<file path="config.mk">
export PLATFORM = sky130hd
export DESIGN_NAME = cmp_pin_unit
export DESIGN_NICKNAME = d
export VERILOG_FILES = /design/src/rtl/cmp_pin_pkg.sv /design/src/rtl/cmp_value_buf.sv /design/src/rtl/cmp_out_reg.sv /design/src/rtl/cmp_port_mux.sv /design/src/rtl/cmp_pin_unit.sv
export SDC_FILE = /design/constraint.sdc
export NUM_CORES = 1
export LEC_CHECK = 0
export BUFFER_PORTS_ARGS = -buffer_cell sky130_fd_sc_hd__buf_4
export CELL_PAD_IN_SITES_DETAIL_PLACEMENT = 1
export CELL_PAD_IN_SITES_GLOBAL_PLACEMENT = 1
export CORE_UTILIZATION = 30
export CTS_CLUSTER_DIAMETER = 50
export DETAILED_ROUTE_END_ITERATION = 7
export HOLD_SLACK_MARGIN = 0.05
export PLACE_DENSITY_LB_ADDON = 0.1
export SYNTH_ARGS = -nofsm -noshare
export SYNTH_HDL_FRONTEND = slang
export SYNTH_HIERARCHICAL = 1
export SYNTH_SLANG_ARGS = --single-unit
</file>
<file path="constraint.sdc">
create_clock -name clk -period 1.3 [get_ports clk]
set_clock_uncertainty 0.1 [all_clocks]
set_input_delay 0.065 -clock clk [delete_from_list [all_inputs] [get_ports clk]]
set_output_delay 0.065 -clock clk [all_outputs]
set_load 0.05 [all_outputs]
</file>
<file path="src/rtl/cmp_pin_pkg.sv">
// Shared types for the compare output pin unit.
// Assumes a 2-bit action field; the encoding is fixed by the port contract.
package cmp_pin_pkg;
    typedef enum logic [1:0] {
        ACT_HOLD   = 2'b00,
        ACT_TOGGLE = 2'b01,
        ACT_CLEAR  = 2'b10,
        ACT_SET    = 2'b11
    } cmp_act_e;

    // Next compare output state for a given action.
    function automatic logic next_level(input cmp_act_e act, input logic cur);
        case (act)
            ACT_TOGGLE: next_level = ~cur;
            ACT_CLEAR:  next_level = 1'b0;
            ACT_SET:    next_level = 1'b1;
            default:    next_level = cur;
        endcase
    endfunction
endpackage

</file>
<file path="src/rtl/cmp_value_buf.sv">
// Two-stage compare value: a staging register written by software, and an
// active register copied from it when the counter sits at its top value
// (so the copy applies from count 0). Raises the match flag combinationally.
// Assumes count_i is a free-running up counter that wraps to 0.
module cmp_value_buf #(
    parameter int CNT_W = 8
) (
    input  logic             clk,
    input  logic             rst_n,
    input  logic [CNT_W-1:0] count_i,
    input  logic             wr_i,
    input  logic [CNT_W-1:0] wdata_i,
    output logic             match_o
);
    localparam logic [CNT_W-1:0] TOP = {CNT_W{1'b1}};

    logic [CNT_W-1:0] stage_q;
    logic [CNT_W-1:0] active_q;
    logic             at_top;

    assign at_top  = (count_i == TOP);
    assign match_o = (count_i == active_q);

    // Capture software writes into the staging register.
    always_ff @(posedge clk) begin
        if (!rst_n)     stage_q <= '0;
        else if (wr_i)  stage_q <= wdata_i;
    end

    // Move the staged value into use at the wrap point.
    always_ff @(posedge clk) begin
        if (!rst_n)       active_q <= '0;
        else if (at_top)  active_q <= stage_q;
    end

    assert_active_hold_R8: assert property (@(posedge clk) disable iff (!rst_n)
        !at_top |=> $stable(active_q));
    assert_active_reset_R1: assert property (@(posedge clk)
        !rst_n |=> (active_q == '0 && stage_q == '0));
endmodule

</file>
<file path="src/rtl/cmp_out_reg.sv">
// Compare output state bit. On a match or a force strobe the selected action
// updates the bit; otherwise it holds. A coincident force and match act once.
// Assumes mode_i is applied directly, with no staging.
module cmp_out_reg
    import cmp_pin_pkg::*;
(
    input  logic       clk,
    input  logic       rst_n,
    input  logic       match_i,
    input  logic       force_i,
    input  logic [1:0] mode_i,
    output logic       level_o
);
    logic     fire;
    cmp_act_e act;

    assign fire = match_i | force_i;
    assign act  = cmp_act_e'(mode_i);

    // Update the output state on a match or forced event.
    always_ff @(posedge clk) begin
        if (!rst_n)     level_o <= 1'b0;
        else if (fire)  level_o <= next_level(act, level_o);
    end

    assert_reset_low_R1: assert property (@(posedge clk)
        !rst_n |=> !level_o);
    assert_hold_code_R5: assert property (@(posedge clk) disable iff (!rst_n)
        (mode_i == 2'b00) |=> $stable(level_o));
    assert_idle_stable_R7: assert property (@(posedge clk) disable iff (!rst_n)
        !fire |=> $stable(level_o));
    assert_set_R6: assert property (@(posedge clk) disable iff (!rst_n)
        (fire && mode_i == 2'b11) |=> level_o);
    assert_clear_R6: assert property (@(posedge clk) disable iff (!rst_n)
        (fire && mode_i == 2'b10) |=> !level_o);
    assert_toggle_R9: assert property (@(posedge clk) disable iff (!rst_n)
        (fire && mode_i == 2'b01) |=> (level_o != $past(level_o)));
endmodule

</file>
<file path="src/rtl/cmp_port_mux.sv">
// Port override: the compare state drives the pad value whenever the action
// field is nonzero; the enable always comes from the port direction bit.
// Assumes nothing about the timer mode; it looks only at the action field.
module cmp_port_mux (
    input  logic [1:0] mode_i,
    input  logic       level_i,
    input  logic       port_data_i,
    input  logic       port_dir_i,
    output logic       pad_out_o,
    output logic       pad_oe_o
);
    logic takeover;

    // Choose the pad value source from the action field.
    always_comb begin
        takeover  = |mode_i;
        pad_out_o = takeover ? level_i : port_data_i;
        pad_oe_o  = port_dir_i;
    end
endmodule

</file>
<file path="src/rtl/cmp_pin_unit.sv">
// Top level of the timer compare output pin unit: staged compare value,
// compare output state and pad override. Assumes count_i comes from an
// external free-running counter in the same clock domain.
module cmp_pin_unit #(
    parameter int CNT_W = 8
) (
    input  logic             clk,
    input  logic             rst_n,
    input  logic [CNT_W-1:0] count_i,
    input  logic             cmp_wr_i,
    input  logic [CNT_W-1:0] cmp_wdata_i,
    input  logic [1:0]       mode_i,
    input  logic             force_i,
    input  logic             port_data_i,
    input  logic             port_dir_i,
    output logic             pad_out_o,
    output logic             pad_oe_o
);
    logic match;
    logic level;

    cmp_value_buf #(.CNT_W(CNT_W)) u_buf (
        .clk     (clk),
        .rst_n   (rst_n),
        .count_i (count_i),
        .wr_i    (cmp_wr_i),
        .wdata_i (cmp_wdata_i),
        .match_o (match)
    );

    cmp_out_reg u_out (
        .clk     (clk),
        .rst_n   (rst_n),
        .match_i (match),
        .force_i (force_i),
        .mode_i  (mode_i),
        .level_o (level)
    );

    cmp_port_mux u_mux (
        .mode_i      (mode_i),
        .level_i     (level),
        .port_data_i (port_data_i),
        .port_dir_i  (port_dir_i),
        .pad_out_o   (pad_out_o),
        .pad_oe_o    (pad_oe_o)
    );

    assert_override_R3: assert property (@(posedge clk) disable iff (!rst_n)
        (mode_i != 2'b00) |-> (pad_out_o == level));
    assert_port_path_R11: assert property (@(posedge clk) disable iff (!rst_n)
        (mode_i == 2'b00) |-> (pad_out_o == port_data_i));
    assert_dir_enable_R4: assert property (@(posedge clk) disable iff (!rst_n)
        pad_oe_o == port_dir_i);
endmodule

</file>
Yosys cells after proc, flatten, opt, wreduce, memory -nomap -nowiden
Cells that the tools add are included.
W data, S select, Z words.

operators by class
  equal/unequal tests = 5
  multiplexer cells = 2
  bitwise gates (word level) = 2
  reductions and logical operators = 3

operators by type and width
  kind                  count
  $eq A8 B8 Y1          1
  $eq A8 B8 Y1 const B  1
  $eq A2 B2 Y1 const B  2
  $pmux W1 S3           1
  $reduce_bool A3 Y1    1
  $eq A2 B1 Y1 const B  1
  $reduce_and A2 Y1     1
  $reduce_or A2 Y1      1
  $mux W1               1
  $not A1 Y1            1
  $or A1 B1 Y1          1

word-level totals
  register bits = 17
  input port bits = 24
  output and inout bits = 2
  logic and storage cells = 15

Longest topological paths before layout
Gate-level depths: netlist (run 1).

  depth in word-level cells = 3
  mapped depth = 5
  mapped depth without buffers = 5

Hierarchy
The synthesis (run 1) kept the hierarchy.

modules (own cells, without submodules)
  module         instances  cells an instance  area each (um^2)  sequential area each (um^2)
  cmp_value_buf  1          73                 753.2             320.3
  cmp_out_reg    1          7                  56.3              20.0
  cmp_port_mux   1          3                  22.5              0.0

Worst setup path before layout (run 1)
OpenSTA, ideal clock, no wires.

  path kind = register to register
  start = reg u_buf.active_q[7]
  end = reg u_out.level_o
  library setup time = 0.092 ns
  data arrival time = 0.934 ns
  data required time = 1.108 ns
  path slack = 0.174 ns
  cell stages (with the launch flop) = 6
  buffers on the path = 0
  clock period less this slack = 1.126 ns
  cell sequence = dfxtp_1 -> xnor2_1 -> nand4_1 -> nor2_1 -> nor3_1 -> o32ai_1

on the way
  word-level cells in the longest chain between the ends = 3

RTL lines
  item                         RTL line             source
  start, declared              cmp_value_buf.sv:18  logic [CNT_W-1:0] active_q;
  start signal, assigned       cmp_value_buf.sv:33  else if (at_top) active_q <= stage_q;
  $eq A8 B8 Y1                 cmp_value_buf.sv:22  assign match_o = (count_i == active_q);
  via match                    cmp_pin_unit.sv:19   logic match;
  $or A1 B1 Y1                 cmp_out_reg.sv:17    assign fire = match_i | force_i;
  $reduce_and A2 Y1 (no line)  -
  end signal, assigned         cmp_out_reg.sv:23    else if (fire) level_o <= next_level(act, level_o);
  end, declared                cmp_out_reg.sv:12    output logic level_o

The timed path passes the listed nets, and every way through them passes these cells.
A chain may end at the register's enable or synchronous reset.

Worst setup path in the final report (run 1)
  start = reg u_out.level_o
  end = out pad_out_o

on the way
  word-level cells in the longest chain between the ends = 1

RTL lines
  item           RTL line            source
  $mux W1        cmp_port_mux.sv:17  pad_out_o = takeover ? level_i : port_data_i;
  end, declared  cmp_pin_unit.sv:16  output logic pad_out_o,

Every way passes these cells.

==> impl_results.md, run 1 <==
- Status: finished clean
- DP HPWL: 1317 um
- Fin crit share: 0.9322
- Post-route ant nets: 0
- Setup violations, final: 0
- Max transition margin: 0.6726
- Largest net degree at the start of global routing: 27
- Setup crit end kind: primary output
- Worst Setup Start Kind: flop
- Net count, final: around 140
- Total CTS buffers: 3
- GRT Residual Overflow: 0
- #FFs+latches synth: 17
- CP arrival: roughly 1.1 ns
- Number of diodes: 0
- Synth warnings: 6
- Max Freq: approximately 830 MHz
- Dpl cells: 132
- I/O Pins: 26
- Setup CP Type: reg -> out
- Hold WC Path Type: in -> reg
- Sum of negative setup slack: 0 ns
- Worst setup startpoint: u_out/level_o
- P&R area growth vs syn: 46.47%
- FF-to-FF path depth: 5
- Row count: 18
- Clock sinks: 17
- First drt pass iteration count: 1
- Reg-to-Reg Start: u_buf/active_q[3]
- Clk root buf: clkbuf_4
- Crit path time final: 1.212 ns
- Die Y: ~55 um
- CP max stage cell: dfxtp_2
- Area contributors post-synth: dfxtp_1 41%, mux2i_1 19%, xnor2_1 8.4%, nand2_1 8.1%, nor2b_1 6.8%
- Post-synth ARST share: 0
- Multi-input gate area: roughly 500 um2
- Largest buffer count on any clock path: 2
- Hold Vio Cnt, Final: 0
- Syn_area_per_cell: ~10 um2
- Layout cells sized above 1: 0.3445
- Worst slew pin tran: between 0.4 and 0.5 ns
- CTS tree: yes
- Netlist Area Pre-Place: ~830 um2
- Top-count cell post-synth: nand2_1
- Remaining DRCs: 0
- Non-filler cells, final: 149
- Cell-by-cell trace of the critical path: mux2_4 > buf_6
- GPL Wtd Cong: 0.7109
- CP max FO: 4
- First-pass GRT wire length: between 2000 and 3000 um
- Vias in the first global route: ~660
- Via Count: 692
- FF+latch area: around 350 um2
- Final WL: around 1800 um
- Clock slew seen by the registers of the worst setup and hold paths: 0.10 ns
- Wire length per cell: ~12 um
- Most frequent cells after synthesis: 18 x nand2_1, 17 x dfxtp_1, 16 x mux2i_1
- Number of flops mapped to enable cells by yosys: 0
- Req. time, crit path: approximately 1.1 ns
- Netlist cell types: 16
- Sequential share of the synthesized area: 0.4090
- PD cells: 852.4 mW/mm2
- Leak pwr: ~0.49 nW
- Area leader, netlist: dfxtp_1
- Crit path to: pad_out_o
- Chip Width: between 50 and 60 um
- R2R Path End: u_out/level_o
- Yosys top cell area share: 0.4090
- Worst VDD drop: 552.4 uV
- PortBufs: 23
- Hold Slack: just under 0.08 ns
- Via-to-Cell Ratio: around 4.6
- Global-route usage over all layers: 0.1444
- CP max stage delay: 0.34 ns
- H-tree depth: 1
- Max-cap viol count: 0
- Fill cell count: 300
- Max-slew violations: 0
- Final core utilization: 0.4789
- Post-CTS Repair Setup Buffers: 0
- DR iter-0 viols: 0
- Top_reg_cell synth: dfxtp_1
- Net Count, Synth: 107
- Tot Pwr: 1.039 mW
- Latest clock arrival within the worst-skew pair: 0.28 ns
- Initial Util: 0.3269
- Die area: approximately 0.0030 mm2
- R2r setup slk: around 0.088 ns
- Syn Inst Count: 83
- Core ar.: approximately 0.0025 mm2
- Initial antenna violation count: 0
-- worst min path at each step --
stage | startpoint | slack, ns | depth (start not counted) | end
final | cmp_wr_i | 0.08 | 3 | u_buf/stage_q[7]
after global routing | cmp_wr_i | 0.08 | 3 | u_buf/stage_q[4]
after CTS | rst_n | 0.05 | 2 | u_buf/stage_q[7]
after detailed placement | port_dir_i | 0.03 | 0 | pad_oe_o
after global placement | port_dir_i | 0.03 | 0 | pad_oe_o
after floorplan | rst_n | 0.11 | 2 | u_buf/active_q[0]
-- where the power goes --
part / internal (mW) / switching [mW] / total [mW]
Clock: 0.119 / 0.164 / 0.283
Combinational: 0.119 / 0.0883 / 0.208
Sequential: 0.539 / 0.00947 / 0.548
Total: 0.777 / 0.262 / 1.04
-- state kept, by name, indices dropped and copies added (netlist names) --
register,cells
u_out/level_o,1
u_buf/active_q,8
u_buf/stage_q,8
-- cell type report --
type                    count  share of cell area
multi-input cells          62              0.4097
flip-flops and latches     17              0.2864
repair buffers             36              0.2515
well taps                  30             0.03080
clock buffers               4             0.02156
-- kinds of logic (layout without fill, tap and decap cells) --
family | after synthesis | in the layout | synth area share
simple gates | 35 | 35 | 0.2541
mux | 17 | 17 | 0.2060
flops | 17 | 17 | 0.4090
xor+xnor | 8 | 8 | 0.08421
buf+inv | 4 | 40 | 0.02556
compound gates | 2 | 2 | 0.02106
-- cells in the final DEF (no fill, tap or decap) --
cell           netlist  final
clkbuf_4             0      3
o22a_1               1      1
buf_4                1     22
mux2i_1             16     16
buf_6                0      1
nand2_1             18     18
xnor2_1              8      5
o32ai_1              1      1
clkbuf_1             1      1
nand4_1              2      2
dlygate4sd3_1        0     13
nor2_2               0      1
dfxtp_2              0      7
nor2_8               1      1
mux2_4               0      1
nor3_1               1      1
nor2b_1              9      9
xnor2_2              0      3
nand4_4              2      2
nor2_1               2      1
dfxtp_1             17     10
-- critical path: cells and delay by family, from the launching register on --
family | cells | cell delay (ns)
DFF | 1 | 0.34
muxes | 1 | 0.27
buffers and inverters | 1 | 0.15
-- through the flow --
| step | instance area [um2] | setup slack [ns] |
|---|---|---|
| after floorplan | 832.0 | 0.1738 |
| after global placement | 1021 | 0.08118 |
| after detailed placement | 1021 | 0.02560 |
| after CTS | 1167 | 0.003634 |
| after global routing | 1219 | -0.03357 |
| final | 1219 | 0.08808 |
-- layer usage --
metal  wire, um  vias to the layer above  global-route usage
met1        819                      324              0.1702
met3         83                        2             0.03333
met5          0                        -                   0
met2        901                       17              0.2390
li1           -                      349                   -
met4         10                        0             0.07692
-- what timing repair did --
action / CTS / global route
gates resized for setup: 0 / 13
endpoints found under the setup margin: 0 / 2
hold buffers: 12 / 1
hold endpoints to repair: 10 / 4
No activity file was read; power rests on OpenSTA's default activity.
==> inputs of run 2 (changes only) <==
--- a/config.mk
+++ b/config.mk
@@ -14,4 +14,5 @@
 export HOLD_SLACK_MARGIN = 0.05
 export PLACE_DENSITY_LB_ADDON = 0.1
+export SLEW_MARGIN = 10
 export SYNTH_ARGS = -nofsm -noshare
 export SYNTH_HDL_FRONTEND = slang
==> constraint.sdc (replaced) <==
create_clock -name clk -period 1.3 [get_ports clk]
set_clock_uncertainty 0.1 [all_clocks]
set_input_delay 0 -clock clk [delete_from_list [all_inputs] [get_ports clk]]
set_output_delay 0 -clock clk [all_outputs]
set_load 0.05 [all_outputs]
==> impl_results.md, run 2 (synthesized netlist as in run 1, its figures left out) <==
- Clock slew seen by the registers of the worst setup and hold paths: 0.10 ns (about the same)
- Core ar.: 0.002545 mm2 (unchanged)
- Layout cells sized above 1: 0.3071 (-0.03745)
- I/O Pins: 26 (unchanged)
- Number of diodes: 0 (unchanged)
- P&R area growth vs syn: 55.79%
- Worst setup margin: 0.04847 ns (-0.03961 ns)
- Max Freq: 799.0 MHz (-3.2%)
- Vias in the first global route: 696 (+5.6%)
- Setup violations, final: 0 (unchanged)
- Leak pwr: 0.5273 nW (+7.0%)
- Clk root buf: clkbuf_4
- Initial antenna violation count: 0 (unchanged)
- CTS tree: yes
- CP max FO: 2 (-2)
- First drt pass iteration count: 2 (+1)
- Post-route ant nets: 0 (unchanged)
- H-tree depth: 1 (unchanged)
- Worst VDD drop: 519.7 uV (-5.9%)
- PortBufs: 23 (unchanged)
- Reg power frac: 0.519 (-0.009)
- Fill cell count: 295 (-1.7%)
- Clock power frac: 0.268 (-0.004)
- Worst Setup Start Kind: flop
- CP arrival: 1.35 ns (+0.30 ns)
- Commonest non-fill, non-tap cell in the layout: buf_4
- Hold WC Path Type: in -> reg
- PD cells: 813.7 mW/mm2 (-4.5%)
- Setup CP Type: reg -> reg
- GRT Residual Overflow: 0 (unchanged)
- Final WL: 1988 um (+9.5%)
- Initial Util: 0.3269 (unchanged)
- Sw Ratio: 0.2523 (+0.0003461)
- Max-cap viol count: 0 (unchanged)
- Via-to-Cell Ratio: 4.611 (-0.71%)
- Wire length per cell: 12.66 um (+4.0%)
- Max transition margin: 0.6726 (unchanged)
- Crit path time final: 1.252 ns (+0.03961 ns)
- DP HPWL: 1317 um (unchanged)
- Hold Vio Cnt, Final: 0 (unchanged)
- Largest net degree at the start of global routing: 27 (unchanged)
- DR iter-0 viols: 1 (+1)
- Logic pwr share: 0.213 (+0.013)
- Setup crit end kind: flop
- Die Y: 54.67 um (unchanged)
- Sw power: 0.2661 mW (+1.7%)
- Worst slew pin tran: 0.4895 ns (unchanged)
- First-pass GRT wire length: 3098 um (+6.7%)
- Pre-CTS WS: 0.02560 ns (unchanged)
- Chip Width: 54.67 um (unchanged)
- Latest clock arrival within the worst-skew pair: 0.28 ns (about the same)
- Net count, final: 152 (+5.6%)
- Internal: 0.7886 mW (+1.5%)
- Clock sinks: 17 (unchanged)
- Status: finished clean
- Via Count: 724 (+4.6%)
- Die area: 0.002988 mm2 (unchanged)
- Max-slew violations: 0 (unchanged)
- GPL Wtd Cong: 0.7109 (unchanged)
- Row count: 18 (unchanged)
- Top flop regs: u_buf/active_q (8), u_buf/stage_q (8), u_out/level_o (1)
- Total CTS buffers: 3 (unchanged)
- Post-CTS Repair Setup Buffers: 0 (unchanged)
- Sum of negative setup slack: 0 ns (unchanged)
- Global-route usage over all layers: 0.1542 (+0.009742)
- Most frequent cells in the layout: 23 x buf_4, 21 x dlygate4sd3_1, 18 x nand2_1
- Remaining DRCs: 0 (unchanged)
- Largest buffer count on any clock path: 2 (unchanged)
- Req. time, crit path: 1.40 ns (+0.27 ns)
- Fin crit share: 0.9627 (+0.03047)
## run 2: worst max-delay path, cell delays in order (launching register included)
cell and delay [ns]:
dfxtp_1 0.34, xnor2_1 0.17, nand4_1 0.16, nor2_2 0.14, nor3_1 0.06, o32ai_1 0.20
## run 2: what timing repair did
| action | CTS | global route |
|---|---|---|
| hold buffers | 19 | 4 |
| gates resized for setup | 0 | 10 |
| hold endpoints to repair | 18 | 5 |
| endpoints found under the setup margin | 0 | 3 |
## run 2: final cells by class
| class | count | area, um2 | area share |
|---|---|---|---|
| multi-input cells | 62 | 503.0 | 0.3880 |
| repair buffers | 44 | 382.9 | 0.2954 |
| flip-flops and latches | 17 | 346.6 | 0.2674 |
| well taps | 30 | 37.54 | 0.02896 |
| clock buffers | 4 | 26.28 | 0.02027 |
## run 2: routing by layer
layer	wire length, um	up-vias	track usage
met5	0	-	0
met3	83	2	0.03333
met1	855	337	0.1802
met4	12	0	0.07692
li1	-	368	-
met2	1035	17	0.2610
## run 2: through the flow
stage	utilization	area, um2	power [mW]	std cells	hold WS, ns
6_report	0.5093	1296	1.055	157	0.06253
2_1_floorplan	-	832.0	0.6469	83	0.04886
5_1_grt	0.5093	1296	1.122	157	0.05641
3_5_place_dp	0.4012	1021	0.7228	132	-0.09941
3_3_place_gp	0.4012	1021	0.7182	132	-0.09941
4_1_cts	0.4862	1237	1.064	155	0.05390
## run 2: power groups by stage
stage               clock [mW]  sequential [mW]  combinational [mW]
finish                   0.283            0.548               0.224
global route             0.326            0.551               0.245
CTS                      0.299            0.548               0.217
detailed placement           0            0.560               0.163
global placement             0            0.559               0.159
floorplan                    0            0.557              0.0897
## run 2: final timing paths
check             depth (start not counted)  slack, ns           endpoint              start
setup / recovery                          5       0.05      u_out/level_o  u_buf/active_q[6]
hold reg to reg                           2       0.36  u_buf/active_q[5]   u_buf/stage_q[5]
hold / removal                            4       0.06  u_buf/active_q[4]         count_i[4]
setup reg to reg                          5       0.05      u_out/level_o  u_buf/active_q[6]
